`src/rtl/sdram_wr_pkg.sv`:
```
package sdram_wr_pkg;
    typedef enum logic [1:0] {
        CMD_NOP = 2'd0,
        CMD_ACT = 2'd1,
        CMD_WR  = 2'd2,
        CMD_PRE = 2'd3
    } cmd_e;
endpackage

```
`src/rtl/sdram_wr_ctrl.sv`:
```
module sdram_wr_ctrl
    import sdram_wr_pkg::*;
#(
    parameter int DATA_W = 8,
    parameter int COL_W  = 5,
    parameter int BL     = 8,
    parameter int TDPL   = 1,
    parameter int TRP    = 2
) (
    input  logic              clk,
    input  logic              rst_n,
    input  logic [1:0]        cmd_i,
    input  logic [COL_W-1:0]  col_i,
    input  logic [DATA_W-1:0] din_i,
    output logic              we_o,
    output logic [COL_W-1:0]  waddr_o,
    output logic [DATA_W-1:0] wdata_o,
    output logic              active_o,
    output logic              viol_o
);
    localparam int BL_LG = $clog2(BL);
    localparam int TDAL  = TDPL + TRP;
    localparam int RC_W  = $clog2(TDAL + 1);
    localparam int LD    = (TDAL >= 2) ? TDAL - 2 : 0;

    typedef struct packed {
        logic             active;
        logic [BL_LG:0]   left;
        logic [COL_W-1:0] addr;
        logic [RC_W-1:0]  rcnt;
        logic             viol;
    } st_t;

    st_t  st_d, st_q;
    cmd_e cmd;

    function automatic logic [COL_W-1:0] nxt(input logic [COL_W-1:0] a);
        logic [COL_W-1:0] r;
        r = a;
        r[BL_LG-1:0] = a[BL_LG-1:0] + 1'b1;
        return r;
    endfunction

    always_comb begin
        cmd     = cmd_e'(cmd_i);
        st_d    = st_q;
        st_d.viol = 1'b0;
        we_o    = 1'b0;
        waddr_o = st_q.addr;
        wdata_o = din_i;
        if (st_q.rcnt != '0) begin
            st_d.rcnt = st_q.rcnt - 1'b1;
        end
        // running burst keeps taking beats unless a write or precharge arrives
        if ((cmd == CMD_NOP || cmd == CMD_ACT) && st_q.left != '0) begin
            we_o      = 1'b1;
            st_d.left = st_q.left - 1'b1;
            st_d.addr = nxt(st_q.addr);
        end
        case (cmd)
            CMD_ACT: begin
                if (st_q.active || st_q.rcnt != '0) begin
                    st_d.viol = 1'b1;
                end else begin
                    st_d.active = 1'b1;
                end
            end
            CMD_WR: begin
                if (!st_q.active) begin
                    st_d.viol = 1'b1;
                end else begin
                    we_o      = 1'b1;
                    waddr_o   = col_i;
                    st_d.left = (BL_LG + 1)'(BL - 1);
                    st_d.addr = nxt(col_i);
                end
            end
            CMD_PRE: begin
                if (st_q.active) begin
                    st_d.active = 1'b0;
                    st_d.left   = '0;
                    st_d.rcnt   = RC_W'(LD);
                end
            end
            default: ;
        endcase
    end

    always_ff @(posedge clk) begin
        if (!rst_n) begin
            st_q <= '0;
        end else begin
            st_q <= st_d;
        end
    end

    assign active_o = st_q.active;
    assign viol_o   = st_q.viol;
endmodule

```
`src/rtl/sdram_wr_array.sv`:
```
module sdram_wr_array #(
    parameter int DATA_W = 8,
    parameter int COL_W  = 5
) (
    input  logic              clk,
    input  logic              we_i,
    input  logic [COL_W-1:0]  waddr_i,
    input  logic [DATA_W-1:0] wdata_i,
    input  logic [COL_W-1:0]  raddr_i,
    output logic [DATA_W-1:0] rdata_o
);
    localparam int DEPTH = 1 << COL_W;

    logic [DATA_W-1:0] mem_q [DEPTH];

    always_ff @(posedge clk) begin
        if (we_i) begin
            mem_q[waddr_i] <= wdata_i;
        end
    end

    assign rdata_o = mem_q[raddr_i];
endmodule

```
`src/rtl/sdram_wr_bank.sv`:
```
module sdram_wr_bank #(
    parameter int DATA_W = 8,
    parameter int COL_W  = 5,
    parameter int BL     = 8,
    parameter int TDPL   = 1,
    parameter int TRP    = 2
) (
    input  logic              clk,
    input  logic              rst_n,
    input  logic [1:0]        cmd_i,
    input  logic [COL_W-1:0]  col_i,
    input  logic [DATA_W-1:0] din_i,
    input  logic [COL_W-1:0]  dbg_addr_i,
    output logic [DATA_W-1:0] dbg_data_o,
    output logic              active_o,
    output logic              viol_o
);
    logic              wr_en;
    logic [COL_W-1:0]  wr_addr;
    logic [DATA_W-1:0] wr_data;

    sdram_wr_ctrl #(
        .DATA_W(DATA_W), .COL_W(COL_W), .BL(BL), .TDPL(TDPL), .TRP(TRP)
    ) u_ctrl (
        .clk     (clk),
        .rst_n   (rst_n),
        .cmd_i   (cmd_i),
        .col_i   (col_i),
        .din_i   (din_i),
        .we_o    (wr_en),
        .waddr_o (wr_addr),
        .wdata_o (wr_data),
        .active_o(active_o),
        .viol_o  (viol_o)
    );

    sdram_wr_array #(
        .DATA_W(DATA_W), .COL_W(COL_W)
    ) u_array (
        .clk    (clk),
        .we_i   (wr_en),
        .waddr_i(wr_addr),
        .wdata_i(wr_data),
        .raddr_i(dbg_addr_i),
        .rdata_o(dbg_data_o)
    );
endmodule

```
`config.mk`:
```
export PLATFORM = sky130hd
export DESIGN_NAME = sdram_wr_bank
export DESIGN_NICKNAME = d
export VERILOG_FILES = /design/src/rtl/sdram_wr_pkg.sv /design/src/rtl/sdram_wr_ctrl.sv /design/src/rtl/sdram_wr_array.sv /design/src/rtl/sdram_wr_bank.sv
export SDC_FILE = /design/constraint.sdc
export NUM_CORES = 1
export LEC_CHECK = 0
export CORE_MARGIN = 2
export CORE_UTILIZATION = 50
export CTS_BUF_LIST = sky130_fd_sc_hd__clkbuf_4 sky130_fd_sc_hd__clkbuf_8
export DETAILED_ROUTE_END_ITERATION = 12
export GPL_TIMING_DRIVEN = 0
export HOLD_SLACK_MARGIN = 0.1
export PLACE_DENSITY_LB_ADDON = 0.12
export SYNTH_ARGS = -nofsm -noshare
export SYNTH_HDL_FRONTEND = slang
export SYNTH_HIERARCHICAL = 1
export SYNTH_SLANG_ARGS = --single-unit
```
`constraint.sdc`:
```
create_clock -name clk -period 3.1 [get_ports clk]
set_input_delay 0.62 -clock clk [delete_from_list [all_inputs] [get_ports clk]]
set_output_delay 0.62 -clock clk [all_outputs]
set_load 0.01 [all_outputs]
```
=== Word-level counts from Yosys, hierarchy flattened ===
Memory sizes are Yosys's and may differ from the RTL's.
Cells that the tools add are included.

* Add/sub/neg operators: 4
* Equality and inequality tests: 4
* Multiplexer cells: 20
* Reduce and logical (&&, ||, !) cells: 8

{| class="wikitable"
|+ Operators by type and width
! cell !! number
|-
| 9-bit two-way mux || 2
|-
| 5-bit two-way mux || 3
|-
| 1-bit two-way mux || 8
|-
| 4-bit case mux with 2 select lines || 1
|-
| 3-bit by 1-bit adder with 3-bit output (second input constant) || 2
|-
| 2-bit two-way mux || 3
|-
| 2-bit == test (second input constant) || 2
|-
| 4-bit two-way mux || 1
|-
| 1-bit case mux with 2 select lines || 2
|-
| 2-bit nonzero test || 2
|-
| 4-bit nonzero test || 1
|-
| 4-bit by 1-bit subtractor with 4-bit output (second input constant) || 1
|-
| 2-bit by 1-bit == test with 1-bit output (second input constant) || 1
|-
| 2-bit zero test || 1
|-
| 1-bit logical OR || 2
|-
| 2-bit != test (second input constant) || 1
|-
| 2-bit AND reduction || 1
|-
| 2-bit by 1-bit subtractor with 2-bit output (second input constant) || 1
|-
| 1-bit logical AND || 1
|}

* Bits in registers: 13
* Memory bits (writable): 256
* Output and inout bits: 10
* Logic and storage cells: 42
* Memories: 1

{| class="wikitable"
|+ Memory list
! name !! depth !! width !! rd ports !! clocked after Yosys merged registers in !! write ports !! RTL line !! text
|-
| u_array.mem_q || 32 || 8 || 1 || 0 || 1 || sdram_wr_array.sv:14 || <nowiki>logic [DATA_W-1:0] mem_q [DEPTH];</nowiki>
|}

=== Depth between registers and ports, before layout ===
Gate-level depths: netlist of the first run.

* Word-level depth: 8
* Gate-level depth with buffers: 9
* Depth with buffers taken out: 7

=== Cells and area by module ===
The synthesis of the first run kept the hierarchy.

{| class="wikitable"
|+ Modules (own cells, without submodules)
! module !! times used !! cells each !! area each (µm²) !! sequential area each (µm²)
|-
| sdram_wr_array || 1 || 409 || 9893.2 || 7687.4
|-
| sdram_wr_ctrl || 1 || 91 || 815.8 || 260.2
|}

=== Worst setup path after synthesis of the first run ===
No wires, ideal clock.

* Kind: in2out
* Start point: input port dbg_addr_i[2]
* End point: output port dbg_data_o[0]
* Data arrival time: 2.341 ns
* Required time: 2.480 ns
* Path slack: 0.139 ns
* Stages on the path: 5
* Cells stage by stage: clkbuf_1 > clkbuf_1 > mux4_2 > mux4_2 > mux2_2

* Longest elaborated chain between the ends: 1

{| class="wikitable"
|+ Ends and longest elaborated chain
! element !! RTL line !! text
|-
| start, declared || sdram_wr_bank.sv:13 || <nowiki>input logic [COL_W-1:0] dbg_addr_i,</nowiki>
|-
| memory read 32 x 8 bit || - ||
|-
| end, declared || sdram_wr_bank.sv:14 || <nowiki>output logic [DATA_W-1:0] dbg_data_o,</nowiki>
|}

Every way passes these cells.

=== Worst setup path after layout of the first run ===
* Start point: input port cmd_i[0]
* End point: memory u_array.mem_q[19][3] (enable)

* Elaborated cells on any way between the ends: 11

{| class="wikitable"
|+ RTL lines
! element !! RTL line !! text
|-
| start, declared || sdram_wr_bank.sv:10 || <nowiki>input logic [1:0] cmd_i,</nowiki>
|-
| 2-bit == test || sdram_wr_ctrl.sv:60 || <nowiki>case (cmd)</nowiki>
|-
| 5-bit two-way mux || sdram_wr_ctrl.sv:60 ||
|-
| net wr_addr[2] || sdram_wr_bank.sv:19 || <nowiki>logic [COL_W-1:0] wr_addr;</nowiki>
|-
| end, declared || sdram_wr_array.sv:14 ||
|}

The timed path passes the listed nets, and every way through them passes these cells.

==> results.py, run 1 <==
metrics = {
    "synth": {
        "synth_area_um2": 10700,
        "ys_seq_elements": 269,
        "synth_top_area_share_pct": 71.8,
        "synthTopCellsByArea": "edfxtp_1 (72%), mux4_2 (17%), dfxtp_1 (2.4%), mux2_2 (1.3%), nor2_1 (1.2%)",
        "ys_seq_area_share_pct": 74.2,
        "synth_area_leader_cell": "edfxtp_1",
        "syn_area_per_cell_um2": 21.4,
        "synth_edf_count": 256,
        "yosysUniqueCellTypes": 34,
        "yosys_warnings": 6,
        "synthArstFlopShare_pct": 0,
        "synth_nets": 530,
        "synth_cells": 500,
        "synth_ff_type": "edfxtp_1",
    },
    "layout": {
        "drive_gt1_share_pct": 41.9,
        "nFillCells": 1495,
        "regArea_um2": 7950,
        "antenna_cells": 0,
        "multiInputGateArea_um2": 2760,
        "nets": 618,
        "utilization_pct": 60.8,
        "stdcell_area_um2": 12800,
        "area_growth_pct": 19.3,
    },
    "setup_path": {
        "worstSetupEndpointType": "flop",
        "crit_family": "simple AND/OR/NAND/NOR gates",
        "critPathSlowestCell": "or3b_2",
        "path_cells": "clkdlybuf4s50_1 -> inv_1 -> ha_1 -> nand2_1 -> buf_2 -> mux2_2 -> or3b_2 -> nor2_2",
        "r2r_slack_ns": 0.49,
        "path_class": "in2reg",
        "crit_path_max_fanout": 10,
        "critPathBufInv": 3,
        "critPathArrivalTime_ns": 3.31,
        "cp.required_ns": 3.26,
        "start_kind": "input port",
        "slowest_delay_ns": 0.59,
    },
    "timing": {
        "setup_violations": 10,
        "fin_crit_ns": 3.15,
        "tns_ns": -0.352,
        "slew_viol_final": 0,
        "skew_ns": 0.0160,
        "rsz0062_at_grt": "yes",
        "setup_ws_ns": -0.0495,
        "finalHoldViolCount": 0,
        "timing.fmax_ghz": 0.318,
        "finalCritPeriodShare_pct": 102,
        "relSlewSlack_pct": 55.0,
        "tightest_slew_ns": 0.672,
    },
    "place": {
        "place_congestion": 0.784,
        "portBuffers": 18,
        "placed_area_um2": 11200,
        "hpwl_um": 14000,
    },
    "clock_tree": {
        "cts_tree": "done",
        "clockBufferDepth": 3,
        "hold_buffers": 0,
        "clock-sinks": 269,
        "clk_latency_ns": 0.53,
        "path_clk_slew_ns": 0.05,
        "cts-root-buf": "clkbuf_8",
        "cts_max_level": 2,
        "cts_buffers": 43,
    },
    "die": {
        "die_x_um": 150,
        "io_pins": 32,
        "start_util_pct": 50.9,
        "row_count": 53,
        "die_y_um": 150,
        "design.die.area_um2": 22600,
        "core-area_um2": 21000,
    },
    "routing": {
        "drc": 0,
        "dr.pass1.iters": 4,
        "drt_wl_total_um": 22000,
        "ant_nets": 0,
        "wl_per_cell_um": 24.6,
        "vias": 5094,
        "viasPerCell": 5.69,
        "drt_iter0_markers": 463,
    },
    "status": {
        "status": "finished with violations",
        "violations": "setup timing",
    },
    "power_and_ir_drop": {
        "power_frac_clock_pct": 37.4,
        "p_leak_nw": 4.14,
        "seq_power_share_pct": 51.5,
        "irDropWorstVdd_v": 0.000593,
        "power_density_nw_per_um2": 625,
        "p_switching_mw": 1.76,
        "comb_power_share_pct": 11.1,
        "p_int_mw": 6.22,
        "swShare_pct": 22.0,
    },
    "global_route": {
        "grt.total_usage_pct": 20.6,
        "use_met3_pct": 4.12,
        "grt-busiest-layer": "met2",
        "grt_use_met1_pct": 29.1,
        "grt_pass1_vias": 5431,
        "gr-total-overflow": 0,
        "grt_pass1_wl_um": 32800,
        "antenna_found_initial": 0,
        "grt_max_degree": 33,
        "use_met2_pct": 32.4,
    },
    "worst_hold_path": {
        "min_path_type": "reg2reg",
    },
    "job": {
        "cap_violations": 0,
    },
}
## worst min-delay path: cells and delay by family, from the launching register on
| kind | cells | cell delay, ns |
|---|---|---|
| flip-flops | 1 | 0.33 |
| AND/OR/NAND/NOR | 2 | 0.09 |
## cells in the final DEF (no fill, tap or decap), types with 8 or more instances in the layout
master,count
buf_12,10
buf_4,22
buf_6,13
clkbuf_4,21
clkbuf_8,51
clkdlybuf4s50_1,10
dfxtp_1,13
edfxtp_1,256
ha_1,8
mux2_4,8
mux4_2,80
nand2_1,10
nor2_2,12
nor2_4,19
## cells in the mapped netlist (7+ instances only)
cell type,instances
nand2_1,10
mux4_2,80
ha_1,8
buf_4,14
edfxtp_1,256
dfxtp_1,13
mux2_2,12
nor2_1,35
clkbuf_1,7
## flip-flops by register name, summed over array words and instances (netlist names)
register,flops
u_array/mem_q,256
u_ctrl/st_q,11
u_ctrl/active_o,1
u_ctrl/viol_o,1
## power groups by stage
stage / registers, mW / logic, mW / clock network (mW)
6_report: 4.11 / 0.884 / 2.99
5_1_grt: 4.11 / 0.951 / 3.23
4_1_cts: 4.11 / 0.849 / 3.07
3_5_place_dp: 4.19 / 0.726 / 0
3_3_place_gp: 4.18 / 0.703 / 0
2_1_floorplan: 4.17 / 0.505 / 0
## through the flow
| step | hold WS [ns] | std cells | worst slack (ns) | total power, mW |
|---|---|---|---|---|
| after detailed placement | 0.455 | 793 | -1.00 | 4.91 |
| final | 0.464 | 895 | -0.0495 | 7.98 |
| after floorplan | 0.437 | 500 | 0.139 | 4.68 |
| after global placement | 0.458 | 793 | -1.01 | 4.88 |
| after CTS | 0.463 | 891 | -0.194 | 8.03 |
| after global routing | 0.493 | 895 | -0.105 | 8.30 |
## path summary, 6_finish.rpt
path                                                  endpoint  depth (start not counted)                      start
worst min-delay path                 u_ctrl/st_q[2]$_SDFF_PN0_                          2  u_ctrl/st_q[2]$_SDFF_PN0_
worst max register to register  u_array/mem_q[23][1]$_DFFE_PP_                          7  u_ctrl/st_q[8]$_SDFF_PN0_
worst max-delay path            u_array/mem_q[19][3]$_DFFE_PP_                          8                   cmd_i[0]
worst min register to register       u_ctrl/st_q[2]$_SDFF_PN0_                          2  u_ctrl/st_q[2]$_SDFF_PN0_
## routing by layer
| layer | vias up | part of all wire, % |
|---|---|---|
| met5 | - | 0 |
| met4 | 0 | 2.3 |
| met3 | 38 | 6.4 |
| met2 | 165 | 49 |
| met1 | 2641 | 43 |
| li1 | 2250 | - |
## layout make-up
cell class | instances | area share (%)
flip-flops and latches | 269 | 62.2
multi-input cells | 194 | 21.6
clock buffers | 68 | 6.34
repair buffers | 45 | 4.16
well taps | 275 | 2.69
plain buffers | 29 | 2.32
clock inverters | 9 | 0.480
inverters | 6 | 0.176
## cell families (layout without fill, tap and decap cells)
group | Yosys count | count (layout) | share of synthesized area [%]
DFF | 269 | 269 | 74.2
muxes | 94 | 94 | 18.3
adders and majority gates | 8 | 8 | 0.935
AOI/OAI and AO/OA | 18 | 18 | 1.16
buffers and inverters | 37 | 157 | 1.89
and+or+nand+nor | 70 | 70 | 3.20
xor gates and xnor gates | 4 | 4 | 0.327
## what timing repair did
item / CTS / global route
pin swaps: 2 / 1
setup buffers: 20 / 5
hold endpoints to repair: 0 / 0
gates resized for setup: 120 / 32
cloned: 2 / 0
endpoints found under the setup margin: 200 / 216
(Power assumes the default switching activity.)
==> run 2, diff against run 1 <==
==> constraint.sdc (replaced) <==
create_clock -name clk -period 4.1 [get_ports clk]
set_input_delay 0.82 -clock clk [delete_from_list [all_inputs] [get_ports clk]]
set_output_delay 0.82 -clock clk [all_outputs]
set_load 0.01 [all_outputs]
==> results.py, run 2 (same netlist as run 1, synthesis figures left out) <==
metrics = {
    "clock_tree": {
        "clock-sinks": 269,
        "cts_buffers": 43,
        "path_clk_slew_ns": 0.05,
        "cts_tree": "done",
        "cts-root-buf": "clkbuf_8",
        "clockBufferDepth": 3,
        "clk_latency_ns": 0.53,
        "cts_max_level": 2,
        "hold_buffers": 0,
    },
    "setup_path": {
        "path_class": "in2out",
        "start_kind": "input port",
        "crit_path_max_fanout": 10,
        "cp.required_ns": 3.28,
        "worstSetupEndpointType": "primary output",
        "critPathArrivalTime_ns": 3.14,
    },
    "power_and_ir_drop": {
        "irDropWorstVdd_v": 0.000448,
        "power_density_nw_per_um2": 488,
        "p_leak_nw": 3.87,
    },
    "place": {
        "hpwl_um": 14000,
        "place_congestion": 0.784,
        "place_ws_ns": -0.400,
        "portBuffers": 18,
    },
    "die": {
        "die_x_um": 150,
        "core-area_um2": 21000,
        "design.die.area_um2": 22600,
        "die_y_um": 150,
        "io_pins": 32,
        "start_util_pct": 50.9,
        "row_count": 53,
    },
    "routing": {
        "drt_iter0_markers": 498,
        "ant_nets": 0,
        "drc": 0,
        "vias": 4962,
        "wl_per_cell_um": 24.6,
        "dr.pass1.iters": 5,
        "viasPerCell": 5.70,
        "drt_wl_total_um": 21400,
    },
    "timing": {
        "timing.fmax_ghz": 0.252,
        "skew_ns": 0.0181,
        "setup_violations": 0,
        "relSlewSlack_pct": 35.0,
        "tightest_slew_ns": 0.972,
        "whs_ns": 0.463,
        "fin_crit_ns": 3.96,
        "setup_ws_ns": 0.137,
        "slew_viol_final": 0,
        "rsz0062_at_grt": "no",
        "finalCritPeriodShare_pct": 96.7,
        "finalHoldViolCount": 0,
    },
    "global_route": {
        "antenna_found_initial": 0,
        "grt_max_degree": 33,
        "gr-total-overflow": 0,
        "grt_pass1_wl_um": 31900,
        "grt.total_usage_pct": 20.0,
        "grt_pass1_vias": 5271,
    },
    "job": {
        "cap_violations": 0,
    },
    "status": {
        "status": "finished clean",
    },
    "layout": {
        "antenna_cells": 0,
        "largestRegisters": "u_array/mem_q: 256 flops, u_ctrl/st_q: 11 flops",
        "largest_reg_flops": 256,
        "largest-register": "u_array/mem_q",
        "drive_gt1_share_pct": 32.8,
        "nets": 593,
        "mostFrequentLayoutCells": "edfxtp_1 (256), mux4_2 (80), clkbuf_8 (48), nor2_1 (35), clkbuf_4 (23)",
        "area_growth_pct": 13.2,
        "final_common_cell": "edfxtp_1",
    },
    "worst_hold_path": {
        "min_path_type": "reg2reg",
    },
}
-- run 2: path summary, 6_finish.rpt --
path / to / startpoint / cells after the start / slack [ns]
setup reg to reg: u_array/mem_q[0][2]$_DFFE_PP_ / u_ctrl/active_o$_SDFFE_PN0P_ / 6 / 1.12
hold reg to reg: u_ctrl/st_q[2]$_SDFF_PN0_ / u_ctrl/st_q[2]$_SDFF_PN0_ / 2 / 0.46
setup / recovery: dbg_data_o[6] / dbg_addr_i[0] / 6 / 0.14
hold / removal: u_ctrl/st_q[2]$_SDFF_PN0_ / u_ctrl/st_q[2]$_SDFF_PN0_ / 2 / 0.46
-- run 2: worst max-delay path, stage by stage --
cell and delay [ns]:
buf_6 0.13, buf_4 0.28, mux4_2 0.59, mux4_2 0.52
mux2_2 0.31, clkdlybuf4s50_1 0.49
-- run 2: final cells by class --
type	instances	area, um^2
Fill cell	1573	8900
Buffer	31	200
Clock buffer	68	811
Multi-Input combinational cell	194	2560
Timing Repair Buffer	18	180
Tap cell	275	344
Inverter	6	22.5
Sequential cell	269	7950
Clock inverter	9	61.3
-- run 2: through the flow --
| step | area, um^2 | std cells | util, % | setup TNS (ns) | power, mW |
|---|---|---|---|---|---|
| after floorplan | 10700 | 500 | - | 0 | 3.54 |
| after global placement | 11200 | 793 | 53.4 | -7.21 | 3.69 |
| after detailed placement | 11200 | 793 | 53.4 | -12.02 | 3.71 |
| after CTS | 12100 | 870 | 57.7 | 0 | 5.98 |
| after global routing | 12100 | 870 | 57.7 | 0 | 6.15 |
| final | 12100 | 870 | 57.7 | 0 | 5.92 |
-- run 2: report_power, final --
part / switching [mW] / leakage (nW) / internal [mW]
clock network: 0.957 / 0.466 / 1.31
registers: 0.0270 / 2.41 / 3.08
logic: 0.305 / 0.998 / 0.242
-- run 2: timing repair --
action | in CTS | in global routing
setup endpoints to repair | 8 | 7
buffers inserted | 0 | 0
endpoints found under the hold margin | 0 | 0
gates resized for setup | 11 | 2
-- run 2: layer usage --
metal / up-vias / wire length (um) / GRT usage (%)
met5: - / 0 / 0
met4: 0 / 472 / 6.65
met3: 36 / 1450 / 4.76
met2: 171 / 10100 / 30.8
met1: 2563 / 9350 / 28.6
li1: 2192 / - / -
